[src/rtl/icycle_pkg.sv]
package icycle_pkg;

  typedef enum logic [3:0] {
    ST_FADR = 4'd0,  ST_FRD  = 4'd1,  ST_FLAT = 4'd2,  ST_FIR  = 4'd3,
    ST_DEC  = 4'd4,  ST_IRD  = 4'd5,  ST_ILAT = 4'd6,  ST_IEA  = 4'd7,
    ST_EX0  = 4'd8,  ST_EX1  = 4'd9,  ST_EX2  = 4'd10, ST_EX3  = 4'd11,
    ST_INT0 = 4'd12, ST_INT1 = 4'd13, ST_INT2 = 4'd14, ST_INT3 = 4'd15
  } seqState_e;

  typedef enum logic [1:0] {WR_AC = 2'd0, WR_MDR = 2'd1, WR_PC = 2'd2} wrSrc_e;

  localparam logic [2:0] OP_LOAD  = 3'd0;
  localparam logic [2:0] OP_ADD   = 3'd1;
  localparam logic [2:0] OP_STORE = 3'd2;
  localparam logic [2:0] OP_JUMP  = 3'd3;
  localparam logic [2:0] OP_CALL  = 3'd4;
  localparam logic [2:0] OP_REG   = 3'd7;

  localparam logic [3:0] SUB_CLR = 4'd1;
  localparam logic [3:0] SUB_INC = 4'd2;
  localparam logic [3:0] SUB_ION = 4'd3;
  localparam logic [3:0] SUB_IOF = 4'd4;
  localparam logic [3:0] SUB_RET = 4'd5;

  typedef struct packed {
    logic   marFromPc;
    logic   marFromIr;
    logic   marFromMdr;
    logic   marSave;
    logic   pcInc;
    logic   pcFromMar;
    logic   pcFromMarInc;
    logic   pcIsr;
    logic   pcFromMdr;
    logic   mdrFromMem;
    logic   mdrFromPc;
    logic   irFromMdr;
    logic   acLoad;
    logic   acAdd;
    logic   acClr;
    logic   acInc;
    logic   memRd;
    logic   memWr;
    wrSrc_e wrSel;
  } ctrlStrobes_t;

endpackage

[src/rtl/icycle_ctrl.sv]
module icycle_ctrl
  import icycle_pkg::*;
#(
  parameter int DATA_W = 16
) (
  input  logic              clk,
  input  logic              rstN,
  input  logic              irq,
  input  logic [DATA_W-1:0] ir,
  output seqState_e         curState,
  output logic              intEn,
  output ctrlStrobes_t      strb
);

  localparam int IND_BIT = DATA_W - 1;
  localparam int OP_LSB  = DATA_W - 4;

  seqState_e  nxtState;
  logic [2:0] opcode;
  logic [3:0] subOp;
  logic       indirect;
  logic       lastStep;
  logic       setIe;
  logic       clrIe;
  logic       ieAfter;

  assign opcode   = ir[IND_BIT-1:OP_LSB];
  assign subOp    = ir[3:0];
  assign indirect = ir[IND_BIT];

  always_comb begin
    strb     = '0;
    nxtState = curState;
    lastStep = 1'b0;
    setIe    = 1'b0;
    clrIe    = 1'b0;
    unique case (curState)
      ST_FADR: begin
        strb.marFromPc = 1'b1;
        nxtState       = ST_FRD;
      end
      ST_FRD: begin
        strb.memRd = 1'b1;
        nxtState   = ST_FLAT;
      end
      ST_FLAT: begin
        strb.mdrFromMem = 1'b1;
        strb.pcInc      = 1'b1;
        nxtState        = ST_FIR;
      end
      ST_FIR: begin
        strb.irFromMdr = 1'b1;
        nxtState       = ST_DEC;
      end
      ST_DEC: begin
        strb.marFromIr = 1'b1;
        if (opcode == OP_REG)  nxtState = ST_EX0;
        else if (indirect)     nxtState = ST_IRD;
        else                   nxtState = ST_EX0;
      end
      ST_IRD: begin
        strb.memRd = 1'b1;
        nxtState   = ST_ILAT;
      end
      ST_ILAT: begin
        strb.mdrFromMem = 1'b1;
        nxtState        = ST_IEA;
      end
      ST_IEA: begin
        strb.marFromMdr = 1'b1;
        nxtState        = ST_EX0;
      end
      ST_EX0: begin
        case (opcode)
          OP_LOAD, OP_ADD: begin
            strb.memRd = 1'b1;
            nxtState   = ST_EX1;
          end
          OP_STORE: begin
            strb.memWr = 1'b1;
            strb.wrSel = WR_AC;
            lastStep   = 1'b1;
          end
          OP_JUMP: begin
            strb.pcFromMar = 1'b1;
            lastStep       = 1'b1;
          end
          OP_CALL: begin
            strb.memWr = 1'b1;
            strb.wrSel = WR_PC;
            nxtState   = ST_EX1;
          end
          OP_REG: begin
            case (subOp)
              SUB_CLR: begin strb.acClr = 1'b1; lastStep = 1'b1; end
              SUB_INC: begin strb.acInc = 1'b1; lastStep = 1'b1; end
              SUB_ION: begin setIe = 1'b1;      lastStep = 1'b1; end
              SUB_IOF: begin clrIe = 1'b1;      lastStep = 1'b1; end
              SUB_RET: begin
                strb.marSave = 1'b1;
                nxtState     = ST_EX1;
              end
              default: lastStep = 1'b1;
            endcase
          end
          default: lastStep = 1'b1;
        endcase
      end
      ST_EX1: begin
        if (opcode == OP_CALL) begin
          strb.pcFromMarInc = 1'b1;
          lastStep          = 1'b1;
        end else if (opcode == OP_REG) begin
          strb.memRd = 1'b1;
          nxtState   = ST_EX2;
        end else begin
          strb.mdrFromMem = 1'b1;
          nxtState        = ST_EX2;
        end
      end
      ST_EX2: begin
        if (opcode == OP_REG) begin
          strb.mdrFromMem = 1'b1;
          nxtState        = ST_EX3;
        end else begin
          strb.acLoad = (opcode == OP_LOAD);
          strb.acAdd  = (opcode == OP_ADD);
          lastStep    = 1'b1;
        end
      end
      ST_EX3: begin
        strb.pcFromMdr = 1'b1;
        lastStep       = 1'b1;
      end
      ST_INT0: begin
        strb.mdrFromPc = 1'b1;
        clrIe          = 1'b1;
        nxtState       = ST_INT1;
      end
      ST_INT1: begin
        strb.marSave = 1'b1;
        nxtState     = ST_INT2;
      end
      ST_INT2: begin
        strb.pcIsr = 1'b1;
        nxtState   = ST_INT3;
      end
      ST_INT3: begin
        strb.memWr = 1'b1;
        strb.wrSel = WR_MDR;
        nxtState   = ST_FADR;
      end
      default: nxtState = ST_FADR;
    endcase

    ieAfter = setIe ? 1'b1 : (clrIe ? 1'b0 : intEn);
    if (lastStep) begin
      nxtState = (irq && ieAfter) ? ST_INT0 : ST_FADR;
    end
  end

  always_ff @(posedge clk or negedge rstN) begin
    if (!rstN) begin
      curState <= ST_FADR;
      intEn    <= 1'b0;
    end else begin
      curState <= nxtState;
      if (setIe)      intEn <= 1'b1;
      else if (clrIe) intEn <= 1'b0;
    end
  end

endmodule

[src/rtl/icycle_dpath.sv]
module icycle_dpath
  import icycle_pkg::*;
#(
  parameter int              DATA_W     = 16,
  parameter int              ADDR_W     = 12,
  parameter logic [ADDR_W-1:0] START_ADDR = 12'h010,
  parameter logic [ADDR_W-1:0] SAVE_ADDR  = 12'h008,
  parameter logic [ADDR_W-1:0] ISR_ADDR   = 12'h040
) (
  input  logic              clk,
  input  logic              rstN,
  input  ctrlStrobes_t      strb,
  input  logic [DATA_W-1:0] memRdata,
  output logic [ADDR_W-1:0] mar,
  output logic [DATA_W-1:0] memWdata,
  output logic [ADDR_W-1:0] pc,
  output logic [DATA_W-1:0] ir,
  output logic [DATA_W-1:0] ac
);

  localparam int PAD_W = DATA_W - ADDR_W;

  logic [DATA_W-1:0] mdr;

  always_ff @(posedge clk or negedge rstN) begin
    if (!rstN) begin
      pc  <= START_ADDR;
      mar <= '0;
      mdr <= '0;
      ir  <= '0;
      ac  <= '0;
    end else begin
      if (strb.marFromPc)       mar <= pc;
      else if (strb.marFromIr)  mar <= ir[ADDR_W-1:0];
      else if (strb.marFromMdr) mar <= mdr[ADDR_W-1:0];
      else if (strb.marSave)    mar <= SAVE_ADDR;

      if (strb.pcInc)             pc <= pc + 1'b1;
      else if (strb.pcFromMar)    pc <= mar;
      else if (strb.pcFromMarInc) pc <= mar + 1'b1;
      else if (strb.pcIsr)        pc <= ISR_ADDR;
      else if (strb.pcFromMdr)    pc <= mdr[ADDR_W-1:0];

      if (strb.mdrFromMem)     mdr <= memRdata;
      else if (strb.mdrFromPc) mdr <= {{PAD_W{1'b0}}, pc};

      if (strb.irFromMdr) ir <= mdr;

      if (strb.acLoad)     ac <= mdr;
      else if (strb.acAdd) ac <= ac + mdr;
      else if (strb.acClr) ac <= '0;
      else if (strb.acInc) ac <= ac + 1'b1;
    end
  end

  always_comb begin
    unique case (strb.wrSel)
      WR_MDR:  memWdata = mdr;
      WR_PC:   memWdata = {{PAD_W{1'b0}}, pc};
      default: memWdata = ac;
    endcase
  end

endmodule

[src/rtl/icycle_seq.sv]
module icycle_seq
  import icycle_pkg::*;
#(
  parameter int                DATA_W     = 16,
  parameter int                ADDR_W     = 12,
  parameter logic [ADDR_W-1:0] START_ADDR = 12'h010,
  parameter logic [ADDR_W-1:0] SAVE_ADDR  = 12'h008,
  parameter logic [ADDR_W-1:0] ISR_ADDR   = 12'h040
) (
  input  logic              clk,
  input  logic              rstN,
  input  logic              irq,
  input  logic [DATA_W-1:0] memRdata,
  output logic [ADDR_W-1:0] memAddr,
  output logic              memRd,
  output logic              memWr,
  output logic [DATA_W-1:0] memWdata,
  output logic [3:0]        state,
  output logic [ADDR_W-1:0] pc,
  output logic [DATA_W-1:0] ir,
  output logic [DATA_W-1:0] ac,
  output logic              intEn
);

  ctrlStrobes_t strb;
  seqState_e    curState;

  icycle_ctrl #(.DATA_W(DATA_W)) uCtrl (
    .clk      (clk),
    .rstN     (rstN),
    .irq      (irq),
    .ir       (ir),
    .curState (curState),
    .intEn    (intEn),
    .strb     (strb)
  );

  icycle_dpath #(
    .DATA_W     (DATA_W),
    .ADDR_W     (ADDR_W),
    .START_ADDR (START_ADDR),
    .SAVE_ADDR  (SAVE_ADDR),
    .ISR_ADDR   (ISR_ADDR)
  ) uDpath (
    .clk      (clk),
    .rstN     (rstN),
    .strb     (strb),
    .memRdata (memRdata),
    .mar      (memAddr),
    .memWdata (memWdata),
    .pc       (pc),
    .ir       (ir),
    .ac       (ac)
  );

  assign memRd = strb.memRd;
  assign memWr = strb.memWr;
  assign state = curState;

endmodule

[config.mk]
export PLATFORM = sky130hd
export DESIGN_NAME = icycle_seq
export DESIGN_NICKNAME = d
export VERILOG_FILES = /design/src/rtl/icycle_pkg.sv /design/src/rtl/icycle_ctrl.sv /design/src/rtl/icycle_dpath.sv /design/src/rtl/icycle_seq.sv
export SDC_FILE = /design/constraint.sdc
export NUM_CORES = 1
export LEC_CHECK = 0
export ABC_AREA = 1
export CORE_MARGIN = 2
export CORE_UTILIZATION = 41
export DETAILED_ROUTE_END_ITERATION = 12
export DONT_BUFFER_PORTS = 1
export HOLD_SLACK_MARGIN = 0.06
export PLACE_DENSITY_LB_ADDON = 0.1
export SLEW_MARGIN = 15
export SYNTH_ARGS = -nofsm -noshare
export SYNTH_HDL_FRONTEND = slang
export SYNTH_SLANG_ARGS = --single-unit
[constraint.sdc]
create_clock -name clk -period 3.5 [get_ports clk]
set_clock_uncertainty 0.1 [all_clocks]
set_input_delay 0.525 -clock clk [delete_from_list [all_inputs] [get_ports clk]]
set_output_delay 0.525 -clock clk [all_outputs]
set_load 0.05 [all_outputs]
; Word level (Yosys, flattened, before mapping)
; Index checks and enable logic that the tools add are counted.
[classes]
add_sub_neg = 4
mul = 0
n_div = 0
magnitude_cmp = 0
eq_ne = 31
n_shift = 0
muxes = 66
bitwise_logic = 0
reduce_logical = 13
[op_table]
columns = op, n
row1 = 12-bit two-way mux, 9
row2 = 16-bit two-way mux, 6
row3 = 4-bit case mux with 15 select lines, 1
row4 = 4-bit equality test (second input constant), 8
row5 = 16-bit case mux with 2 select lines, 1
row6 = 1-bit two-way mux, 29
row7 = 4-bit two-way mux, 7
row8 = 12-bit by 1-bit adder with 12-bit output (second input constant), 2
row9 = 4-bit by 3-bit equality test with 1-bit output (second input constant), 6
row10 = 16-bit by 1-bit adder with 16-bit output (second input constant), 1
row11 = 16-bit adder, 1
row12 = 4-bit by 2-bit equality test with 1-bit output (second input constant), 4
row13 = 16-bit nonzero test, 1
row14 = 3-bit case mux with 2 select lines, 2
row15 = 4-bit by 1-bit equality test with 1-bit output (second input constant), 2
row16 = 2-bit two-way mux, 4
row17 = 4-bit case mux with 2 select lines, 1
row18 = 4-bit nonzero test, 2
row19 = 3-bit by 2-bit equality test with 1-bit output (second input constant), 2
row20 = 3-bit equality test (second input constant), 2
row21 = 1-bit case mux with 2 select lines, 3
row22 = 1-bit case mux with 3 select lines, 2
row23 = 2-bit OR reduction, 3
row24 = 5-bit AND reduction, 1
row25 = 14 further kinds, 14
[totals]
register_bits = 77
latch_bits = 0
mem_bits_rw = 0
mem_bits_ro = 0
in_bits = 19
out_inout_bits = 79
memories = 0

; Logic depth before layout (Yosys ltp)
; Gate-level depths: netlist (run 1).
[depth]
ltp_word = 9
ltp_mapped = 13
ltp_nobuf = 13

; Cells and area by module
; A second synthesis (run 1) with hierarchy kept.
[hier_totals]
cells_unflattened = 948
hier_area_um2 = 6190.9
[by_module_without_submodules]
columns = module, instances, cells_each, area_per_inst_um2, seq_area_each_um2
row1 = icycle_dpath, 1, 841, 5590.4, 1803.0
row2 = icycle_ctrl, 1, 107, 600.6, 125.1

; Least setup slack after synthesis (run 1)
; OpenSTA, ideal clock, no wires.
[synth_timing]
path_kind = register to output
from = reg uCtrl.curState[3]
to = out memWdata[15]
arrival_time_ns = 3.072
setup_slack_ns = -0.197
path_stages_with_launch = 11
n_path_buf = 1
cell_sequence = dfrtp_1 -> inv_2 -> nor2_4 -> nand2_2 -> nor2_1 -> inv_1 -> ha_1 -> inv_1 -> nand2_1 -> clkbuf_1 -> o21ai_0
[synth_between]
elab_chain_cells = 4
[synth_lines]
columns = item, line_no
row1 = from (decl), icycle_ctrl.sv:10  ; output seqState_e curState,
row2 = from (signal assigned), icycle_ctrl.sv:167  ; curState <= nxtState;
row3 = 4-bit equality test, icycle_ctrl.sv:37  ; unique case (curState)
row4 = 3-bit case mux with 2 select lines (*), icycle_ctrl.sv:37
row5 = 2-bit equality test / 2-bit by 1-bit equality test with 1-bit output (equally long branches), icycle_dpath.sv:57  ; unique case (strb.wrSel)
row6 = 16-bit case mux with 2 select lines (*), icycle_dpath.sv:57
row7 = to (decl), icycle_seq.sv:17  ; output logic [DATA_W-1:0] memWdata,
; Every way passes the cells marked *; elsewhere a longest branch is shown, timed or not.

; Worst setup path after layout (run 1)
[layout_timing]
from = reg uCtrl.curState[0]
to = out memWdata[6]
; The elaborated chain is that of the path after synthesis.

==> impl_metrics.py, run 1 <==
metrics = {
    "synth": {
        "ys_async_sr_fraction": 1.000,
        "synth_warnings": 0,
        "synth_top_cell_area_share": 0.3091,
        "syn-instance-count": 958,
        "syn-num-nets": 998,
        "synth_top_cells_by_count": "nand2_1 (297), inv_1 (133), nand3_1 (81), nor2_1 (81), dfrtp_1 (76)",
        "synth_area_mm2": 0.006152,
        "yosysMostFrequentCell": "nand2_1",
        "synth.area.top_cells": "dfrtp_1 (31%), nand2_1 (18%), inv_1 (8.1%), nand3_1 (6.6%), o21ai_0 (5.5%)",
        "synth-edff-count": 0,
        "yosysSeqAreaShare": 0.3134,
        "syn_area_per_cell_um2": 6.422,
        "synth-seq-cells": 77,
        "ys_types": 44,
        "ys.flop_type": "dfrtp_1",
        "synth_top_cell_by_area": "dfrtp_1",
    },
    "placement": {
        "dp_hpwl_um": 17070,
        "port_buffers": 0,
        "placed_area_mm2": 0.006605,
        "gp_congestion": 0.9124,
        "place_ws_ns": 0.4184,
    },
    "worst_hold_path": {
        "min_path_type": "in -> reg",
    },
    "pwr": {
        "peakVddDrop_v": 0.0004386,
        "power.leakage_nw": 3.529,
        "p_per_area_mw_per_mm2": 994.5,
    },
    "clocking": {
        "cts_buffer_depth": 2,
        "cts.sink_count": 77,
        "tritoncts": "yes",
        "clk_pin_slew_worst_paths_ns": 0.07,
        "root_buffer": "clkbuf_16",
        "ctsHtreeMaxLevel": 3,
        "cts_made_buffers": 9,
        "clk_latency_ns": 0.35,
        "cts_setup_buffers": 0,
    },
    "sta": {
        "setup-violations-final": 0,
        "tightest_slew_ns": 0.9412,
        "fin_crit_sh": 0.9554,
        "maxSlewHeadroom": 0.3725,
        "min_period_ns": 3.344,
        "finalWorstSetupSlack_ns": 0.1560,
        "hold_viol": 0,
        "max_freq_mhz": 299.0,
        "rsz0062_at_grt": "false",
        "slew_viol_final": 0,
    },
    "outcome": {
        "status": "completed",
    },
    "setup_path": {
        "end_kind": "output pin",
        "start_kind": "flop",
        "criticalPathCategory": "reg -> out",
        "cp.arrival_ns": 2.72,
        "worstPathRequired_ns": 2.87,
        "crit_path_max_fanout": 12,
    },
    "cells_and_area": {
        "drive_gt1_frac": 0.09218,
        "final_nets": 1033,
        "area_growth_pct": 12.69,
        "fill_cells": 1519,
        "final_cell_area_mm2": 0.006933,
        "antennaDiodeCount": 0,
    },
    "floorplan": {
        "rows": 44,
        "io-pin-count": 98,
        "dieArea_mm2": 0.01600,
        "die_y_um": 126.5,
        "start_util": 0.4217,
        "core_mm2": 0.01459,
        "die_w_um": 126.5,
    },
    "route": {
        "totalWireLength_um": 21990,
        "antenna_left": 0,
        "drc": 0,
        "via_per_inst": 5.586,
        "vias": 6603,
        "wl_per_cell_um": 18.60,
        "firstDrtPassIters": 6,
        "drt_iter0_drc": 609,
    },
    "global_route": {
        "grt_pass1_vias": 6076,
        "antenna_found_initial": 0,
        "grtUsageTotal": 0.2773,
        "grt_overflow": 0,
        "grt_pass1_wl_um": 34510,
        "grt_max_degree": 78,
    },
    "flow_run": {
        "max_cap_violations": 0,
    },
}
==> through the flow <==
stage	std cells	power (mW)	util	setup TNS [ns]	hold WS [ns]
4_1_cts	1182	6.899	0.4748	0	0.1791
3_3_place_gp	1164	5.928	0.4527	0	0.1314
6_report	1182	6.895	0.4752	0	0.1850
3_5_place_dp	1164	5.935	0.4527	0	0.1320
2_1_floorplan	958	4.840	-	-0.2495	0.1294
5_1_grt	1182	7.393	0.4752	0	0.1980
==> worst max-delay path, cell delays in order (launching register included) <==
cell and delay (ns):
dfrtp_1 0.44, nor2_1 0.28, nand2_2 0.13, nor2_1 0.14, inv_1 0.08, ha_1 0.29, inv_1 0.19, nand2_2 0.22
o221ai_1 0.34, buf_4 0.27
==> flip-flops by register name (all words and copies together), names as in the netlist <==
signal	cells
uDpath.mar	12
uCtrl.curState	4
uDpath.mdr	16
uDpath.pc	12
uDpath.ac	16
uCtrl.intEn	1
uDpath.ir	16
==> report_power, final <==
| group | switching (mW) | leakage, nW | total, mW | internal [mW] |
|---|---|---|---|---|
| clock network | 0.441 | 0.138 | 0.932 | 0.491 |
| logic | 2.41 | 2.41 | 3.44 | 1.03 |
| registers | 1.26 | 0.977 | 2.52 | 1.26 |
==> cells in the final DEF, fill, tap and decap left out, types with 2 or more instances in the layout <==
| cell type | instances |
|---|---|
| inv_2 | 2 |
| nand4_1 | 19 |
| nand2_1 | 295 |
| nand3b_1 | 3 |
| nor2_1 | 80 |
| nand3_2 | 3 |
| buf_4 | 46 |
| clkinv_4 | 3 |
| inv_1 | 133 |
| o21ai_0 | 64 |
| ha_1 | 20 |
| clkbuf_16 | 9 |
| a22oi_1 | 13 |
| o21bai_1 | 2 |
| xor2_1 | 8 |
| nor2_4 | 4 |
| nor3_1 | 14 |
| o21ai_1 | 5 |
| nand3_1 | 81 |
| a21oi_1 | 47 |
| nand2_2 | 5 |
| nor2_2 | 4 |
| o22ai_1 | 15 |
| dfrtp_1 | 75 |
| or2_2 | 4 |
| a31oi_1 | 2 |
| o211ai_1 | 10 |
| o221ai_1 | 11 |
==> cell families (layout without fill, tap and decap cells) <==
group | after synthesis | after routing | synth area share
compound gates | 176 | 176 | 0.1684
xor+xnor | 9 | 9 | 0.01281
fa+ha+maj | 21 | 21 | 0.04393
buf+inv | 161 | 201 | 0.1043
flops | 77 | 77 | 0.3134
simple gates | 514 | 514 | 0.3571
==> per-layer routing <==
metal / up-vias / share of wire / track usage
li1: 3228 / - / -
met1: 3053 / 0.45 / 0.3980
met2: 283 / 0.44 / 0.4168
met3: 39 / 0.085 / 0.04597
met4: 0 / 0.028 / 0.1086
met5: - / 0 / 0
==> layout make-up <==
type	count	area, um2	area share
multi-input cells	720	3590	0.5178
flip-flops and latches	77	1929	0.2783
inverters	137	516.7	0.07454
repair buffers	48	382.9	0.05522
well taps	184	230.2	0.03321
clock buffers	9	225.2	0.03249
clock inverters	7	58.81	0.008482
==> timing repair <==
action | in CTS | in global routing
hold endpoints to repair | 77 | 0
resized for setup | 0 | 3
endpoints found under the setup margin | 0 | 12
hold buffers | 2 | 0
==> final timing paths <==
check	from	end	slack, ns	cells after the start
setup / recovery	uCtrl.curState[0]	memWdata[6]	0.16	9
hold / removal	memRdata[15]	uDpath.mdr[15]	0.19	2
setup reg to reg	uCtrl.curState[2]	uDpath.pc[10]	0.84	11
hold reg to reg	uDpath.mdr[15]	uDpath.mdr[15]	0.42	2
max in group asynchronous	rstN	uDpath.pc[4]	2.28	2
min in group asynchronous	rstN	uDpath.ac[0]	0.66	2
Note: power is estimated with default switching activity, not from simulation.
==> run 2: changes to the inputs <==
--- a/config.mk
+++ b/config.mk
@@ -5,7 +5,6 @@
 export SDC_FILE = /design/constraint.sdc
 export NUM_CORES = 1
 export LEC_CHECK = 0
-export ABC_AREA = 1
 export CORE_MARGIN = 2
 export CORE_UTILIZATION = 41
 export DETAILED_ROUTE_END_ITERATION = 12
==> run 2 against run 1 <==
Against the previous run:
- wire length is 10% lower
- synthesized area down 8.5%
- critical path depth is 2 lower
- sequential cell count did not move
- final area fell by 5.8%
- sequential share of layout area up 1.7 points
- cell count is 26% lower
- critical path type unchanged
- highest routed layer unchanged
==> impl_metrics.py, run 2 <==
metrics = {
    "outcome": {
        "status": "completed",
    },
    "synth": {
        "syn-num-nets": 709,
        "synth_area_mm2": 0.005632,
        "synth_top_cell_area_share": 0.3377,
        "synth-edff-count": 0,
        "ys.flop_type": "dfrtp_1",
        "synth_xor_area_frac": 0.03421,
        "yosysMostFrequentCell": "dfrtp_1",
        "synth_adder_area_share": 0.04799,
        "synth.area.top_cells": "dfrtp_1 (34%), o21ai_0 (5.9%), ha_1 (4.4%), nand2_1 (4.3%), a21oi_1 (3.7%)",
        "synth_warnings": 0,
        "synth_top_cells_by_count": "dfrtp_1 (76), o21ai_0 (66), nand2_1 (65), a21oi_1 (42), nor2_1 (41)",
        "synth_top_family_by_area": "compound AO/OA/AOI/OAI gates",
        "synth_top_cell_by_area": "dfrtp_1",
        "syn_area_per_cell_um2": 8.418,
        "ys_async_sr_fraction": 1.000,
        "muxShareOfSynthArea": 0.03710,
        "syn-instance-count": 669,
        "synth_compound_area_frac": 0.3010,
        "yosysSeqAreaShare": 0.3424,
        "synth-simple-area-share": 0.1897,
        "ys_types": 70,
        "synth-seq-cells": 77,
    },
    "sta": {
        "maxSlewHeadroom": 0.1682,
        "rsz0062_at_grt": "false",
        "min_period_ns": 3.344,
        "setup-violations-final": 0,
        "tightest_slew_ns": 1.240,
        "hold_viol": 0,
        "holdWs_ns": 0.1995,
        "slew_viol_final": 0,
        "max_freq_mhz": 299.1,
        "fin_crit_sh": 0.9553,
    },
    "global_route": {
        "grt_pass1_wl_um": 30910,
        "antenna_found_initial": 0,
        "grt_pass1_vias": 5443,
        "grt_overflow": 0,
        "grtUsageTotal": 0.2747,
        "grt_max_degree": 78,
    },
    "setup_path": {
        "rr_worst_depth": 6,
        "crit_path_max_fanout": 18,
        "reg2reg_slack_ns": 0.45,
        "worst_path_dominant_cell_family": "simple AND/OR/NAND/NOR gates",
        "crit_chain": "or4b_4 > nand2b_1 > ha_2 > buf_4 > a221oi_1 > a21oi_1 > buf_4",
        "cp.arrival_ns": 2.72,
        "critical_path.max_stage_delay_ns": 0.60,
        "rr_endpoint": "uDpath.ac[9]",
        "end_kind": "output pin",
        "path_buf_inv": 2,
        "rr_startpoint": "uCtrl.curState[2]",
        "criticalPathCategory": "reg -> out",
        "crit_top_cell": "buf_4",
        "cp_slowest_cell": "or4b_4",
        "worstPathRequired_ns": 2.87,
        "start_kind": "flop",
    },
    "pwr": {
        "design_power_total_mw": 7.695,
        "power.leakage_nw": 2.725,
        "p_per_area_mw_per_mm2": 1178,
        "peakVddDrop_v": 0.0005391,
    },
    "floorplan": {
        "dieArea_mm2": 0.01469,
        "io-pin-count": 98,
        "die_y_um": 121.2,
        "rows": 42,
        "core_mm2": 0.01335,
        "start_util": 0.4219,
        "die_w_um": 121.2,
    },
    "cells_and_area": {
        "area_growth_pct": 16.00,
        "top_regs": "uDpath.ac x16, uDpath.ir x16, uDpath.mdr x16",
        "final_nets": 731,
        "final_cell_mix": "dfrtp_1 (76), nand2_1 (65), o21ai_0 (56)",
        "fill_cells": 1314,
        "ff_latch_area_mm2": 0.001928,
        "antennaDiodeCount": 0,
        "drive_gt1_frac": 0.1379,
        "final_common_cell": "dfrtp_1",
        "multiInputGateArea_mm2": 0.003477,
    },
    "placement": {
        "gp_congestion": 0.9075,
        "port_buffers": 0,
        "dp_hpwl_um": 14220,
    },
    "clocking": {
        "cts_buffer_depth": 2,
        "clk_latency_ns": 0.35,
        "root_buffer": "clkbuf_16",
        "clk_pin_slew_worst_paths_ns": 0.06,
        "cts.sink_count": 77,
        "ctsHtreeMaxLevel": 3,
        "tritoncts": "yes",
        "cts_made_buffers": 9,
    },
    "route": {
        "wl_met1_um": 8608,
        "antenna_left": 0,
        "highest_layer": "met4",
        "totalWireLength_um": 19720,
        "vias": 5603,
        "route.met2.wl_um": 9377,
        "drt_iter0_drc": 501,
        "wl_per_cell_um": 22.61,
        "drc": 0,
        "via_per_inst": 6.425,
        "firstDrtPassIters": 5,
        "wl_met3_um": 1328,
    },
    "worst_hold_path": {
        "hp-start": "memRdata[15]",
        "worstHoldPathCells": 2,
        "min_path_type": "in -> reg",
        "worstHoldEndpoint": "uDpath.mdr[15]",
    },
    "flow_run": {
        "max_cap_violations": 0,
    },
}
run 2: cell count changes after synthesis, sizes merged, moves of 11 or more:
cell,before,now
nand2,300,65
inv,136,27
nand3,85,28
nor2,88,41
a21o,0,17
a22o,0,16
clkbuf,13,28
mux2,0,15
xnor2,1,16
nand2b,0,13
a222oi,0,12
nand4,19,8
run 2: cell families (layout without fill, tap and decap cells):
family	after synthesis	count (layout)
adders and majority gates	21	21
xor gates and xnor gates	22	22
buffers and inverters	65	92
and+or+nand+nor	214	214
muxes	19	19
AOI/OAI and AO/OA	251	251
DFF	77	77
run 2: where the power goes:
group	internal [mW]	switching, mW	total, mW	leakage [nW]
logic	1.51	2.44	3.95	1.63
clock network	0.575	0.406	0.981	0.146
registers	1.28	1.49	2.77	0.948
total	3.36	4.33	7.70	2.72
run 2: layout make-up:
type                            count  share of cell area
Timing Repair Buffer               49             0.07700
Tap cell                          176             0.03371
Multi-Input combinational cell    527              0.5323
Clock buffer                       11             0.03716
Sequential cell                    77              0.2952
Inverter                           27             0.01551
Clock inverter                      5            0.009194
run 2: layer usage:
| layer | up-vias | global-route usage |
|---|---|---|
| met5 | - | 0 |
| met4 | 0 | 0.09195 |
| met3 | 31 | 0.06720 |
| met2 | 244 | 0.4417 |
| met1 | 2738 | 0.3623 |
| li1 | 2590 | - |
run 2: through the flow:
stage                     cell area (um2)    util  std cells  TNS, ns  setup WS [ns]
after floorplan                      5654       -        669  -0.5428        -0.1566
after global placement               6190  0.4637        854        0         0.4843
after detailed placement             6190  0.4637        854        0         0.4326
after CTS                            6530  0.4892        872        0        0.05994
after global routing                 6533  0.4894        872        0        0.01661
final                                6533  0.4894        872        0         0.1563
run 2: repair_timing:
action,in CTS,in global routing
endpoints found under the setup margin,0,3
buffers inserted,0,0
hold endpoints to repair,77,0
gates resized for setup,0,1
hold buffers,2,0
run 2: how the worst max path moves through the flow:
| stage | from | endpoint | slack [ns] | cells after the start |
|---|---|---|---|---|
| detailed placement | uCtrl.curState[0] | memWdata[13] | 0.43 | 6 |
| finish | uCtrl.curState[2] | memWdata[6] | 0.16 | 7 |
| global placement | uCtrl.curState[0] | memWdata[12] | 0.48 | 6 |
| floorplan | uCtrl.curState[3] | memWdata[2] | -0.16 | 7 |
| global route | uCtrl.curState[0] | memWdata[12] | 0.02 | 6 |
| CTS | uCtrl.curState[0] | memWdata[13] | 0.06 | 6 |
